<file path="src/rtl/bfault_pkg.sv">
package bfault_pkg;
   localparam int STAT_W    = 8;
   localparam int N_FLAGS   = 5;
   localparam int B_IBUS    = 0;
   localparam int B_PREC    = 1;
   localparam int B_IMP     = 2;
   localparam int B_UNSTK   = 3;
   localparam int B_STK     = 4;
   localparam int B_VALID   = 7;

   typedef enum logic [0:0] {
      SEL_STATUS = 1'b0,
      SEL_ADDR   = 1'b1
   } reg_sel_e;
endpackage

</file>
<file path="src/rtl/bfault_sticky_bits.sv">
module bfault_sticky_bits #(
   parameter int N = 5
) (
   input  logic         clk,
   input  logic         rst_n,
   input  logic [N-1:0] set_i,
   input  logic [N-1:0] clr_i,
   output logic [N-1:0] q_o
);
   for (genvar k = 0; k < N; k++) begin : g_cell
      logic bit_q;
      always_ff @(posedge clk or negedge rst_n) begin
         if (!rst_n)          bit_q <= 1'b0;
         else if (set_i[k])   bit_q <= 1'b1;   // event beats clear
         else if (clr_i[k])   bit_q <= 1'b0;
      end
      assign q_o[k] = bit_q;
   end
endmodule

</file>
<file path="src/rtl/bfault_addr_capture.sv">
module bfault_addr_capture #(
   parameter int ADDR_W = 32
) (
   input  logic              clk,
   input  logic              rst_n,
   input  logic              load_i,
   input  logic [ADDR_W-1:0] addr_i,
   input  logic              inval_i,
   output logic              valid_o,
   output logic [ADDR_W-1:0] addr_o
);
   logic              valid_q;
   logic [ADDR_W-1:0] addr_q;

   always_ff @(posedge clk or negedge rst_n) begin
      if (!rst_n)       addr_q <= '0;
      else if (load_i)  addr_q <= addr_i;
   end

   always_ff @(posedge clk or negedge rst_n) begin
      if (!rst_n)        valid_q <= 1'b0;
      else if (load_i)   valid_q <= 1'b1;
      else if (inval_i)  valid_q <= 1'b0;
   end

   assign valid_o = valid_q;
   assign addr_o  = addr_q;
endmodule

</file>
<file path="src/rtl/bfault_imp_tracker.sv">
module bfault_imp_tracker #(
   parameter int PRIO_W = 8
) (
   input  logic              clk,
   input  logic              rst_n,
   input  logic              ev_i,
   input  logic [PRIO_W-1:0] exec_prio_i,
   input  logic [PRIO_W-1:0] bf_prio_i,
   output logic              pending_o,
   output logic              activate_o
);
   logic pend_q;
   logic act_q;
   logic may_run;

   // lower numeric value means more urgent
   assign may_run = bf_prio_i < exec_prio_i;

   always_ff @(posedge clk or negedge rst_n) begin
      if (!rst_n) begin
         pend_q <= 1'b0;
         act_q  <= 1'b0;
      end else begin
         pend_q <= ev_i | (pend_q & ~may_run);
         act_q  <= pend_q & may_run;
      end
   end

   assign pending_o  = pend_q;
   assign activate_o = act_q;
endmodule

</file>
<file path="src/rtl/bfault_capture.sv">
module bfault_capture
   import bfault_pkg::*;
#(
   parameter int ADDR_W = 32,
   parameter int PRIO_W = 8,
   parameter int DATA_W = 32
) (
   input  logic              clk,
   input  logic              rst_n,
   input  logic              ev_precise_i,
   input  logic [ADDR_W-1:0] ev_precise_addr_i,
   input  logic              ev_ifetch_i,
   input  logic              ev_imprecise_i,
   input  logic              ev_stack_i,
   input  logic              ev_unstack_i,
   input  logic              ev_mmfault_i,
   input  logic [PRIO_W-1:0] exec_prio_i,
   input  logic [PRIO_W-1:0] bf_prio_i,
   input  logic              reg_addr_i,
   input  logic              reg_wr_i,
   input  logic [DATA_W-1:0] reg_wdata_i,
   output logic [DATA_W-1:0] reg_rdata_o,
   output logic [STAT_W-1:0] status_o,
   output logic [ADDR_W-1:0] fault_addr_o,
   output logic              imp_pending_o,
   output logic              imp_activate_o
);
   localparam int SPAD_W = DATA_W - STAT_W;
   localparam int APAD_W = DATA_W - ADDR_W;

   if (DATA_W < STAT_W)  begin : g_bad_dw   $error("DATA_W must hold the status word"); end
   if (DATA_W < ADDR_W)  begin : g_bad_aw   $error("DATA_W must hold the fault address"); end
   if (ADDR_W < 1)       begin : g_bad_a    $error("ADDR_W must be positive"); end
   if (PRIO_W < 1 || PRIO_W > 16) begin : g_bad_p $error("PRIO_W out of range"); end

   reg_sel_e            sel;
   logic [STAT_W-1:0]   sw_clr;
   logic [N_FLAGS-1:0]  flag_set;
   logic [N_FLAGS-1:0]  flags;
   logic                addr_valid;
   logic                wdata_unused;

   assign sel          = reg_sel_e'(reg_addr_i);
   assign sw_clr       = (reg_wr_i && sel == SEL_STATUS) ? reg_wdata_i[STAT_W-1:0] : '0;
   assign wdata_unused = ^reg_wdata_i;

   always_comb begin
      flag_set         = '0;
      flag_set[B_IBUS]  = ev_ifetch_i;
      flag_set[B_PREC]  = ev_precise_i;
      flag_set[B_IMP]   = ev_imprecise_i;
      flag_set[B_UNSTK] = ev_unstack_i;
      flag_set[B_STK]   = ev_stack_i;
   end

   bfault_sticky_bits #(.N(N_FLAGS)) i_flags (
      .clk   (clk),
      .rst_n (rst_n),
      .set_i (flag_set),
      .clr_i (sw_clr[N_FLAGS-1:0]),
      .q_o   (flags)
   );

   bfault_addr_capture #(.ADDR_W(ADDR_W)) i_addr (
      .clk     (clk),
      .rst_n   (rst_n),
      .load_i  (ev_precise_i),
      .addr_i  (ev_precise_addr_i),
      .inval_i (ev_mmfault_i | sw_clr[B_VALID]),
      .valid_o (addr_valid),
      .addr_o  (fault_addr_o)
   );

   bfault_imp_tracker #(.PRIO_W(PRIO_W)) i_imp (
      .clk         (clk),
      .rst_n       (rst_n),
      .ev_i        (ev_imprecise_i),
      .exec_prio_i (exec_prio_i),
      .bf_prio_i   (bf_prio_i),
      .pending_o   (imp_pending_o),
      .activate_o  (imp_activate_o)
   );

   always_comb begin
      status_o                   = '0;
      status_o[N_FLAGS-1:0]      = flags;
      status_o[B_VALID]          = addr_valid;
   end

   logic [DATA_W-1:0] stat_rd;
   logic [DATA_W-1:0] addr_rd;

   if (SPAD_W > 0) begin : g_spad
      assign stat_rd = {{SPAD_W{1'b0}}, status_o};
   end else begin : g_snopad
      assign stat_rd = status_o;
   end

   if (APAD_W > 0) begin : g_apad
      assign addr_rd = {{APAD_W{1'b0}}, fault_addr_o};
   end else begin : g_anopad
      assign addr_rd = fault_addr_o;
   end

   assign reg_rdata_o = (sel == SEL_ADDR) ? addr_rd : stat_rd;
endmodule

</file>
<file path="config.mk">
export PLATFORM = sky130hd
export DESIGN_NAME = bfault_capture
export DESIGN_NICKNAME = d
export VERILOG_FILES = /design/src/rtl/bfault_pkg.sv /design/src/rtl/bfault_sticky_bits.sv /design/src/rtl/bfault_addr_capture.sv /design/src/rtl/bfault_imp_tracker.sv /design/src/rtl/bfault_capture.sv
export SDC_FILE = /design/constraint.sdc
export NUM_CORES = 1
export LEC_CHECK = 0
export BUFFER_PORTS_ARGS = -buffer_cell sky130_fd_sc_hd__buf_2
export CAP_MARGIN = 0
export CORE_MARGIN = 4
export CORE_UTILIZATION = 35
export CTS_CLUSTER_SIZE = 28
export DETAILED_ROUTE_END_ITERATION = 10
export GPL_ROUTABILITY_DRIVEN = 0
export PLACE_DENSITY = 0.79
export SLEW_MARGIN = 5
export SYNTH_ARGS = -nofsm -noshare
export SYNTH_HDL_FRONTEND = slang
export SYNTH_SLANG_ARGS = --single-unit
</file>
<file path="constraint.sdc">
create_clock -name clk -period 0.8 [get_ports clk]
set_clock_uncertainty 0.15 [all_clocks]
set_input_delay 0.08 -clock clk [delete_from_list [all_inputs] [get_ports clk]]
set_output_delay 0.08 -clock clk [all_outputs]
set_load 0.05 [all_outputs]
</file>
==> results of run 1 <==
[layout make-up]
cell class / count / share of cell area (%)
inverters: 8 / 0.920
repair buffers: 176 / 42.9
flip-flops and latches: 40 / 25.5
multi-input cells: 102 / 26.2
well taps: 72 / 2.21
clock buffers: 8 / 2.21
[timing repair]
item / CTS / global route
endpoints found under the setup margin: 112 / 112
buffers inserted: 8 / 14
hold endpoints to repair: 78 / 38
gates resized for setup: 199 / 41
pin swaps: 32 / 14
[synthesized netlist by cell type (all sizes together) (2+ instances only)]
library cell,n
clkbuf,2
dfrtp,40
and2,26
a211oi,2
ha,7
mux2,38
nand2,6
inv,8
buf,13
a21o,5
nor2,5
[power groups by stage]
stage / clock network (mW) / registers, mW / logic [mW]
final: 1.37 / 2.43 / 3.46
after global routing: 1.49 / 2.45 / 3.61
after CTS: 1.41 / 2.42 / 3.21
after detailed placement: 0 / 2.42 / 2.51
after global placement: 0 / 2.40 / 2.47
after floorplan: 0 / 3.06 / 1.16
[logic make-up after synthesis]
logic type	after synthesis	share of synthesized area [%]
simple gates	44	12.8
fa+ha+maj	7	4.40
compound gates	11	4.59
mux	38	21.5
other cells	1	0.188
flops	40	50.3
buf+inv	23	6.16
[metal layers]
layer	GRT usage, %	vias up	share of wire, %
met5	0	-	0
met4	6.09	0	1.3
met3	5.06	8	7.0
met2	37.4	97	58
met1	18.7	934	34
li1	-	883	-
[per-stage QoR]
| step | instance area, um^2 | instances | setup WS [ps] |
|---|---|---|---|
| finish | 4080 | 406 | -546 |
| floorplan | 2150 | 165 | -440 |
| global placement | 3040 | 380 | -598 |
| detailed placement | 3040 | 380 | -645 |
| CTS | 3870 | 397 | -551 |
| global route | 4080 | 406 | -574 |
[critical path: cells and delay by family, from the launching register on]
kind	cells	cell delay (ps)
buf+inv	1	150
flops	1	410
mux	1	270
[state kept, by name, summed over array words and instances, names as in the netlist]
| register | count |
|---|---|
| i_addr.addr_o | 32 |
| i_flags.g_cell.bit_q | 5 |
| i_addr.valid_o | 1 |
| i_imp.activate_o | 1 |
| i_imp.pending_o | 1 |
[final timing paths]
path / startpoint / endpoint / slack [ps] / cells after the start
setup reg to reg: i_addr.addr_o[3] / i_addr.addr_o[3] / -360 / 3
hold reg to reg: i_addr.addr_o[18] / i_addr.addr_o[18] / 400 / 1
max in group asynchronous: rst_n / i_addr.addr_o[15] / 50 / 3
hold / removal: ev_ifetch_i / i_flags.g_cell[0].bit_q / -170 / 2
setup / recovery: i_addr.addr_o[3] / reg_rdata_o[3] / -550 / 2
min in group asynchronous: rst_n / i_flags.g_cell[2].bit_q / 160 / 3
==> impl_results.html, run 1 <==
<table>
<tr><th>Metric</th><th>Value</th></tr>
<tr><th colspan="2">Power</th></tr>
<tr><td>Total power</td><td>7.25 mW</td></tr>
<tr><td>Part of the total power dissipated in the clock network</td><td>18.8%</td></tr>
<tr><td>Lkg Pwr</td><td>1.95 nW</td></tr>
<tr><td>Part of the total power dissipated in sequential elements</td><td>33.5%</td></tr>
<tr><td>Proportion of total power due to net switching</td><td>37.3%</td></tr>
<tr><td>Comb power frac</td><td>47.7%</td></tr>
<tr><td>Worst supply voltage drop on vdd</td><td>0.993 mV</td></tr>
<tr><td>Power per cell area</td><td>1780 mW/mm^2</td></tr>
<tr><td>Internal power component</td><td>4.55 mW</td></tr>
<tr><td>NetSw</td><td>2.70 mW</td></tr>
<tr><th colspan="2">Worst setup path</th></tr>
<tr><td>Critical path data arrival time</td><td>1120 ps</td></tr>
<tr><td>Critical Path Start Type</td><td>register</td></tr>
<tr><td>Critical Path Fanout Max</td><td>2</td></tr>
<tr><td>Stage delay of the slowest cell on the critical path</td><td>410 ps</td></tr>
<tr><td>Critical path class</td><td>register to primary output</td></tr>
<tr><td>Slowest cell on the critical path</td><td>dfrtp_2</td></tr>
<tr><td>Crit path cell chain</td><td>mux2_4 -&gt; buf_8</td></tr>
<tr><td>Endpoint kind of the worst setup timing path</td><td>primary output</td></tr>
<tr><td>Required time of the critical path</td><td>570 ps</td></tr>
<tr><th colspan="2">Detailed routing</th></tr>
<tr><td>Antenna-violating nets left</td><td>0</td></tr>
<tr><td>Starting DRT DRC Count</td><td>43</td></tr>
<tr><td>Post-Route WL</td><td>6.81 mm</td></tr>
<tr><td>Number of vias in the routed layout</td><td>1,922</td></tr>
<tr><td>Initial DRT Pass Iterations</td><td>4</td></tr>
<tr><td>Final routed DRC violation total</td><td>0</td></tr>
<tr><td>Via count normalized by instance count</td><td>4.73</td></tr>
<tr><td>Routed length per placed instance</td><td>16.8 um</td></tr>
<tr><th colspan="2">Placement</th></tr>
<tr><td>DP Wirelength</td><td>4.38 mm</td></tr>
<tr><td>Port Buffer Count</td><td>135</td></tr>
<tr><th colspan="2">Synth</th></tr>
<tr><td>Syn avg cell area</td><td>12.1 um^2</td></tr>
<tr><td>Cell type with the highest aggregate area in the netlist</td><td>dfrtp_1</td></tr>
<tr><td>Largest cells by area after synthesis</td><td>dfrtp_1, mux2_2, and2_1</td></tr>
<tr><td>Top FF cell, synth</td><td>dfrtp_1</td></tr>
<tr><td>Share of synthesized registers carrying an async set or reset</td><td>100%</td></tr>
<tr><td>Number of warnings reported in the yosys synthesis log</td><td>0</td></tr>
<tr><td>Register bit total from synthesis</td><td>40</td></tr>
<tr><td>Top cell type's share of synthesized area</td><td>50.3%</td></tr>
<tr><td>Synth Instances</td><td>164</td></tr>
<tr><td>Post-synthesis instance area</td><td>0.00199 mm^2</td></tr>
<tr><td>Distinct cell type count of the synthesized netlist</td><td>25</td></tr>
<tr><td>Sequential-to-total area share from yosys stat</td><td>50.3%</td></tr>
<tr><td>Number of flops mapped to enable cells by yosys</td><td>0</td></tr>
<tr><th colspan="2">Final layout</th></tr>
<tr><td>Final net count</td><td>430</td></tr>
<tr><td>Final cell utilization of the core</td><td>74.1%</td></tr>
<tr><td>Footprint of the flip-flops and latches</td><td>0.00104 mm^2</td></tr>
<tr><td>Layout overhead on the synthesized area</td><td>105%</td></tr>
<tr><td>Combined area of the multi-input logic cells</td><td>0.00107 mm^2</td></tr>
<tr><td>Number of fill cells</td><td>367</td></tr>
<tr><td>Diode insertion count for antenna repair</td><td>0</td></tr>
<tr><td>Fraction of final layout cells sized beyond drive strength 1</td><td>89.5%</td></tr>
<tr><td>Most common cell after layout, fill and taps aside</td><td>buf_2</td></tr>
<tr><td>Most frequent cells in the layout</td><td>buf_2, buf_6, buf_8</td></tr>
<tr><th colspan="2">GRT</th></tr>
<tr><td>Total grt overflow</td><td>0</td></tr>
<tr><td>Number of global-route vias before repair</td><td>2,131</td></tr>
<tr><td>Maximum number of pins on one net before global-route repair</td><td>27</td></tr>
<tr><td>First-pass GRT wire length</td><td>10.5 mm</td></tr>
<tr><td>Number of antenna violations at the first check in global routing</td><td>0</td></tr>
<tr><td>Global-route total usage across every layer</td><td>18.9%</td></tr>
<tr><th colspan="2">Timing</th></tr>
<tr><td>Fin crit share</td><td>168%</td></tr>
<tr><td>Final min period</td><td>1350 ps</td></tr>
<tr><td>Highest clock rate</td><td>0.743 GHz</td></tr>
<tr><td>Sum Neg Setup Slack</td><td>-36,180 ps</td></tr>
<tr><td>Setup-failing EPs final</td><td>112</td></tr>
<tr><td>Smallest setup slack after layout</td><td>-546 ps</td></tr>
<tr><td>Setup repair after global routing missed its margin</td><td>yes</td></tr>
<tr><td>Max Transition Viols Final</td><td>0</td></tr>
<tr><td>Final Hold Violating Endpoints</td><td>38</td></tr>
<tr><td>Worst-case hold slack</td><td>-172 ps</td></tr>
<tr><th colspan="2">Floorplanning</th></tr>
<tr><td>Vert. Die Dim</td><td>83.4 um</td></tr>
<tr><td>Die span in x</td><td>83.4 um</td></tr>
<tr><td>Count of boundary I/O pins</td><td>164</td></tr>
<tr><td>Floorplan row count</td><td>27</td></tr>
<tr><td>Starting density of the core</td><td>36.1%</td></tr>
<tr><td>Area inside the core boundary</td><td>0.00551 mm^2</td></tr>
<tr><td>Die Area</td><td>0.00695 mm^2</td></tr>
<tr><th colspan="2">Clock network</th></tr>
<tr><td>Number of H-tree levels</td><td>2</td></tr>
<tr><td>TritonCTS buffer count</td><td>5</td></tr>
<tr><td>Number of sinks on the clock net</td><td>40</td></tr>
<tr><td>Clock-pin transition on the worst setup and hold timing paths</td><td>70 ps</td></tr>
<tr><td>Clock latency on the worst-skew pair</td><td>280 ps</td></tr>
<tr><td>Maximum clock insertion buffer count</td><td>2</td></tr>
<tr><td>Number of hold buffers added after CTS</td><td>1</td></tr>
<tr><td>CTS tree</td><td>yes</td></tr>
<tr><td>Cell at the root of the clock tree</td><td>clkbuf_8</td></tr>
<tr><th colspan="2">Job</th></tr>
<tr><td># Max-Cap Violations</td><td>0</td></tr>
<tr><th colspan="2">Status</th></tr>
<tr><td>Status</td><td>finished with violations</td></tr>
<tr><td>Violations in the final reports</td><td>negative hold slack, negative setup slack</td></tr>
<tr><th colspan="2">Worst hold path</th></tr>
<tr><td>Worst min-delay path class</td><td>primary input to register</td></tr>
</table>
Power figures use the tool's default switching activity.
==> run 2, diff against run 1 <==
--- a/config.mk
+++ b/config.mk
@@ -5,15 +5,16 @@
 export SDC_FILE = /design/constraint.sdc
 export NUM_CORES = 1
 export LEC_CHECK = 0
-export BUFFER_PORTS_ARGS = -buffer_cell sky130_fd_sc_hd__buf_2
+export BUFFER_PORTS_ARGS = -buffer_cell sky130_fd_sc_hd__clkbuf_2
 export CAP_MARGIN = 0
 export CORE_MARGIN = 4
-export CORE_UTILIZATION = 35
+export CORE_UTILIZATION = 37
 export CTS_CLUSTER_SIZE = 28
 export DETAILED_ROUTE_END_ITERATION = 10
 export GPL_ROUTABILITY_DRIVEN = 0
-export PLACE_DENSITY = 0.79
+export PLACE_DENSITY = 0.8
 export SLEW_MARGIN = 5
 export SYNTH_ARGS = -nofsm -noshare
 export SYNTH_HDL_FRONTEND = slang
+export SYNTH_HIERARCHICAL = 1
 export SYNTH_SLANG_ARGS = --single-unit
==> run 2 against run 1 <==
Sequential cell count is the same; final cell count grew 5.2%; synthesized cell count grew 3.0%; the run still ends with negative hold slack, negative setup slack left; register-to-register slack lost 100 ps; global-route usage grew 2.5 points; power grew 14%; combinational power grew 22%; count of clock-buffer cells in the layout shrank 2; fmax shrank 0.44%; synthesized area grew 11%; largest power group unchanged; sequential share of layout area shrank 4.3 points.
==> impl_results.html, run 2 <==
<table>
<tr><th>Metric</th><th>Value</th></tr>
<tr><th colspan="2">Status</th></tr>
<tr><td>Status</td><td>finished with violations (unchanged)</td></tr>
<tr><td>Violations in the final reports</td><td>negative hold slack, negative setup slack (unchanged)</td></tr>
<tr><th colspan="2">Timing</th></tr>
<tr><td>Highest clock rate</td><td>0.740 GHz (was 0.743 GHz)</td></tr>
<tr><td>Max Transition Viols Final</td><td>0 (unchanged)</td></tr>
<tr><td>Fin crit share</td><td>169% (was 168%)</td></tr>
<tr><td>Smallest setup slack after layout</td><td>-552 ps (was -546 ps)</td></tr>
<tr><td>Worst-case hold slack</td><td>-173 ps (was -172 ps)</td></tr>
<tr><td>Setup repair after global routing missed its margin</td><td>yes (unchanged)</td></tr>
<tr><td>Final min period</td><td>1350 ps (about the same)</td></tr>
<tr><td>Setup-failing EPs final</td><td>112 (unchanged)</td></tr>
<tr><td>Final Hold Violating Endpoints</td><td>36 (was 38)</td></tr>
<tr><th colspan="2">Placement</th></tr>
<tr><td>DP Wirelength</td><td>4.34 mm (was 4.38 mm)</td></tr>
<tr><td>Number of instances in the placed design</td><td>384 (was 380)</td></tr>
<tr><td>Port Buffer Count</td><td>135 (unchanged)</td></tr>
<tr><th colspan="2">Final layout</th></tr>
<tr><td>Fraction of final layout cells sized beyond drive strength 1</td><td>87.6% (was 89.5%)</td></tr>
<tr><td>Max reg flops</td><td>32 (unchanged)</td></tr>
<tr><td>Final net count</td><td>451 (was 430)</td></tr>
<tr><td>Most frequent cells in the layout</td><td>clkbuf_2, buf_6, mux2_4 (was buf_2, buf_6, buf_8)</td></tr>
<tr><td>Non-filler cells, final</td><td>427 (was 406)</td></tr>
<tr><td>Number of fill cells</td><td>256 (was 367)</td></tr>
<tr><td>Layout overhead on the synthesized area</td><td>122% (was 105%)</td></tr>
<tr><td>Diode insertion count for antenna repair</td><td>0 (unchanged)</td></tr>
<tr><td>Final cell utilization of the core</td><td>86.8% (was 74.1%)</td></tr>
<tr><td>Most common cell after layout, fill and taps aside</td><td>clkbuf_2 (was buf_2)</td></tr>
<tr><th colspan="2">Clock network</th></tr>
<tr><td>Clock latency on the worst-skew pair</td><td>280 ps (about the same)</td></tr>
<tr><td>CTS tree</td><td>yes (unchanged)</td></tr>
<tr><td>Cell at the root of the clock tree</td><td>clkbuf_8 (unchanged)</td></tr>
<tr><td>Maximum clock insertion buffer count</td><td>2 (unchanged)</td></tr>
<tr><td>Number of sinks on the clock net</td><td>40 (unchanged)</td></tr>
<tr><td>TritonCTS buffer count</td><td>5 (unchanged)</td></tr>
<tr><td>Number of hold buffers added after CTS</td><td>1 (unchanged)</td></tr>
<tr><td>Number of H-tree levels</td><td>2 (unchanged)</td></tr>
<tr><td>Clock-pin transition on the worst setup and hold timing paths</td><td>80 ps (was 70 ps)</td></tr>
<tr><th colspan="2">Synth</th></tr>
<tr><td>Adder-cell share of the synthesized area</td><td>3.97% (was 4.40%)</td></tr>
<tr><td>Distinct cell type count of the synthesized netlist</td><td>25 (unchanged)</td></tr>
<tr><td>Share of synthesized registers carrying an async set or reset</td><td>100% (unchanged)</td></tr>
<tr><td>Post-synthesis instance area</td><td>0.00221 mm^2 (was 0.00199 mm^2)</td></tr>
<tr><td>Register bit total from synthesis</td><td>40 (unchanged)</td></tr>
<tr><td>Number of warnings reported in the yosys synthesis log</td><td>6 (was 0)</td></tr>
<tr><td>Most frequently used cell type in the post-synthesis netlist</td><td>dfrtp_1 (unchanged)</td></tr>
<tr><td>Number of flops mapped to enable cells by yosys</td><td>0 (unchanged)</td></tr>
<tr><td>Synthesized-area fraction occupied by and/or/nand/nor cells</td><td>12.0% (was 12.8%)</td></tr>
<tr><td>Cell type with the highest aggregate area in the netlist</td><td>dfrtp_1 (unchanged)</td></tr>
<tr><td>Sequential-to-total area share from yosys stat</td><td>45.4% (was 50.3%)</td></tr>
<tr><td>Main combinational cell family by area after synthesis</td><td>multiplexers (unchanged)</td></tr>
<tr><td>Fraction of synthesized cell area in xor and xnor cells</td><td>0% (unchanged)</td></tr>
<tr><td>Top FF cell, synth</td><td>dfrtp_1 (unchanged)</td></tr>
<tr><td>Top cell type's share of synthesized area</td><td>45.4% (was 50.3%)</td></tr>
<tr><td>Commonest cells in the netlist</td><td>dfrtp_1, mux2_4, and2_1 (was dfrtp_1, mux2_2, and2_1)</td></tr>
<tr><td>Synth Instances</td><td>169 (was 164)</td></tr>
<tr><td>Largest cells by area after synthesis</td><td>dfrtp_1, mux2_4, and2_1 (was dfrtp_1, mux2_2, and2_1)</td></tr>
<tr><td>Synthesized-area fraction occupied by ao, oa, aoi and oai cells</td><td>4.42% (was 4.59%)</td></tr>
<tr><td>Mux cell area share after synthesis</td><td>25.0% (was 21.5%)</td></tr>
<tr><td>Syn avg cell area</td><td>13.1 um^2 (was 12.1 um^2)</td></tr>
<tr><th colspan="2">Detailed routing</th></tr>
<tr><td>Antenna-violating nets left</td><td>0 (unchanged)</td></tr>
<tr><td>Final routed DRC violation total</td><td>0 (unchanged)</td></tr>
<tr><td>Routed length per placed instance</td><td>20.2 um (was 16.8 um)</td></tr>
<tr><td>Via count normalized by instance count</td><td>4.83 (was 4.73)</td></tr>
<tr><td>Initial DRT Pass Iterations</td><td>4 (unchanged)</td></tr>
<tr><td>Starting DRT DRC Count</td><td>33 (was 43)</td></tr>
<tr><td>Post-Route WL</td><td>8.64 mm (was 6.81 mm)</td></tr>
<tr><td>Number of vias in the routed layout</td><td>2,061 (was 1,922)</td></tr>
<tr><th colspan="2">Job</th></tr>
<tr><td># Max-Cap Violations</td><td>0 (unchanged)</td></tr>
<tr><th colspan="2">GRT</th></tr>
<tr><td>Number of antenna violations at the first check in global routing</td><td>0 (unchanged)</td></tr>
<tr><td>Global-route total usage across every layer</td><td>21.4% (was 18.9%)</td></tr>
<tr><td>Maximum number of pins on one net before global-route repair</td><td>21 (was 27)</td></tr>
<tr><td>First-pass GRT wire length</td><td>12.0 mm (was 10.5 mm)</td></tr>
<tr><td>Total grt overflow</td><td>0 (unchanged)</td></tr>
<tr><td>Number of global-route vias before repair</td><td>2,234 (was 2,131)</td></tr>
<tr><th colspan="2">Power</th></tr>
<tr><td>Total power</td><td>8.30 mW (was 7.25 mW)</td></tr>
<tr><td>NetSw</td><td>2.92 mW (was 2.70 mW)</td></tr>
<tr><td>Lkg Pwr</td><td>2.41 nW (was 1.95 nW)</td></tr>
<tr><td>Internal power component</td><td>5.38 mW (was 4.55 mW)</td></tr>
<tr><td>Part of the total power dissipated in the clock network</td><td>19.4% (was 18.8%)</td></tr>
<tr><td>Part of the total power dissipated in sequential elements</td><td>29.7% (was 33.5%)</td></tr>
<tr><td>Proportion of total power due to net switching</td><td>35.2% (was 37.3%)</td></tr>
<tr><td>Power per cell area</td><td>1690 mW/mm^2 (was 1780 mW/mm^2)</td></tr>
<tr><td>Comb power frac</td><td>50.9% (was 47.7%)</td></tr>
<tr><td>Worst supply voltage drop on vdd</td><td>1.14 mV (was 0.993 mV)</td></tr>
<tr><th colspan="2">Worst setup path</th></tr>
<tr><td>Critical Path Fanout Max</td><td>2 (unchanged)</td></tr>
<tr><td>Slowest cell on the critical path</td><td>dfrtp_2 (unchanged)</td></tr>
<tr><td>Critical Path Start Type</td><td>register (unchanged)</td></tr>
<tr><td>Critical path class</td><td>register to primary output (unchanged)</td></tr>
<tr><td>Crit path cell chain</td><td>mux2_4 -&gt; buf_8 (unchanged)</td></tr>
<tr><td>Stage delay of the slowest cell on the critical path</td><td>420 ps (was 410 ps)</td></tr>
<tr><td>Required time of the critical path</td><td>570 ps (about the same)</td></tr>
<tr><td>Endpoint kind of the worst setup timing path</td><td>primary output (unchanged)</td></tr>
<tr><td>Critical path data arrival time</td><td>1120 ps (about the same)</td></tr>
<tr><th colspan="2">Floorplanning</th></tr>
<tr><td>Area inside the core boundary</td><td>0.00564 mm^2 (was 0.00551 mm^2)</td></tr>
<tr><td>Starting density of the core</td><td>39.1% (was 36.1%)</td></tr>
<tr><td>Floorplan row count</td><td>27 (unchanged)</td></tr>
<tr><td>Die span in x</td><td>85.2 um (was 83.4 um)</td></tr>
<tr><td>Count of boundary I/O pins</td><td>164 (unchanged)</td></tr>
<tr><td>Vert. Die Dim</td><td>85.2 um (was 83.4 um)</td></tr>
<tr><td>Die Area</td><td>0.00727 mm^2 (was 0.00695 mm^2)</td></tr>
<tr><th colspan="2">Worst hold path</th></tr>
<tr><td>Worst min-delay path class</td><td>primary input to register (unchanged)</td></tr>
</table>
## run 2: final timing paths
| path | to | slack (ps) | startpoint | depth (start not counted) |
|---|---|---|---|---|
| min in group asynchronous | i_addr/addr_o[11] | 220 | rst_n | 3 |
| max in group asynchronous | i_addr/addr_o[31] | 130 | rst_n | 3 |
| worst min-delay path | i_flags/g_cell[0].bit_q | -170 | ev_ifetch_i | 2 |
| worst max register to register | i_addr/addr_o[3] | -460 | i_addr/addr_o[3] | 4 |
| worst min register to register | i_addr/addr_o[27] | 400 | i_addr/addr_o[27] | 1 |
| worst max-delay path | reg_rdata_o[4] | -550 | i_addr/addr_o[4] | 2 |
## run 2: what timing repair did
item                       in CTS  in global routing
gates resized for setup       194                 72
buffers inserted               13                 36
setup endpoints to repair     112                112
hold endpoints to repair       76                 36
pin swaps                      33                  6
## run 2: worst max-delay path: cells and delay by family (launching register included)
family,cells,cell delay [ps]
buffers and inverters,1,150
muxes,1,270
DFF,1,420
## run 2: per-stage QoR
| stage | instance area (um^2) | setup slack (ps) | TNS, ps | hold slack [ps] |
|---|---|---|---|---|
| 2_1_floorplan | 2370 | -440 | -16870 | -366 |
| 3_3_place_gp | 3290 | -598 | -21680 | -78.2 |
| 3_5_place_dp | 3290 | -618 | -22810 | -73.2 |
| 4_1_cts | 4560 | -576 | -37370 | -191 |
| 5_1_grt | 4900 | -589 | -43160 | -180 |
| 6_report | 4900 | -552 | -39880 | -173 |
## run 2: area by class of cell
class / instances / area [um^2] / share of cell area [%]
clock buffers: 6 / 72.6 / 1.48
flip-flops and latches: 40 / 1040 / 21.3
repair buffers: 192 / 2430 / 49.6
multi-input cells: 102 / 1180 / 24.0
well taps: 72 / 90.1 / 1.84
inverters: 13 / 53.8 / 1.10
clock inverters: 2 / 35.0 / 0.715
## run 2: power by group through the flow
stage	Combinational, mW	Clock, mW	Sequential, mW
floorplan	1.30	0	3.06
global placement	2.69	0	2.42
detailed placement	2.73	0	2.44
CTS	3.72	1.64	2.43
global route	4.37	1.75	2.49
finish	4.22	1.61	2.47
## run 2: per-layer routing
metal  part of all wire [%]  vias to the layer above  GRT usage [%]
met4                    3.2                        0           6.19
met5                      0                        -              0
li1                       -                      921              -
met2                     55                      101           39.3
met3                    6.8                       21           5.34
met1                     35                     1018           24.3
## run 2: kinds of logic after synthesis
family	Yosys count
AOI/OAI and AO/OA	12
adders and majority gates	7
buffers and inverters	28
DFF	40
muxes	38
other	1
and+or+nand+nor	43
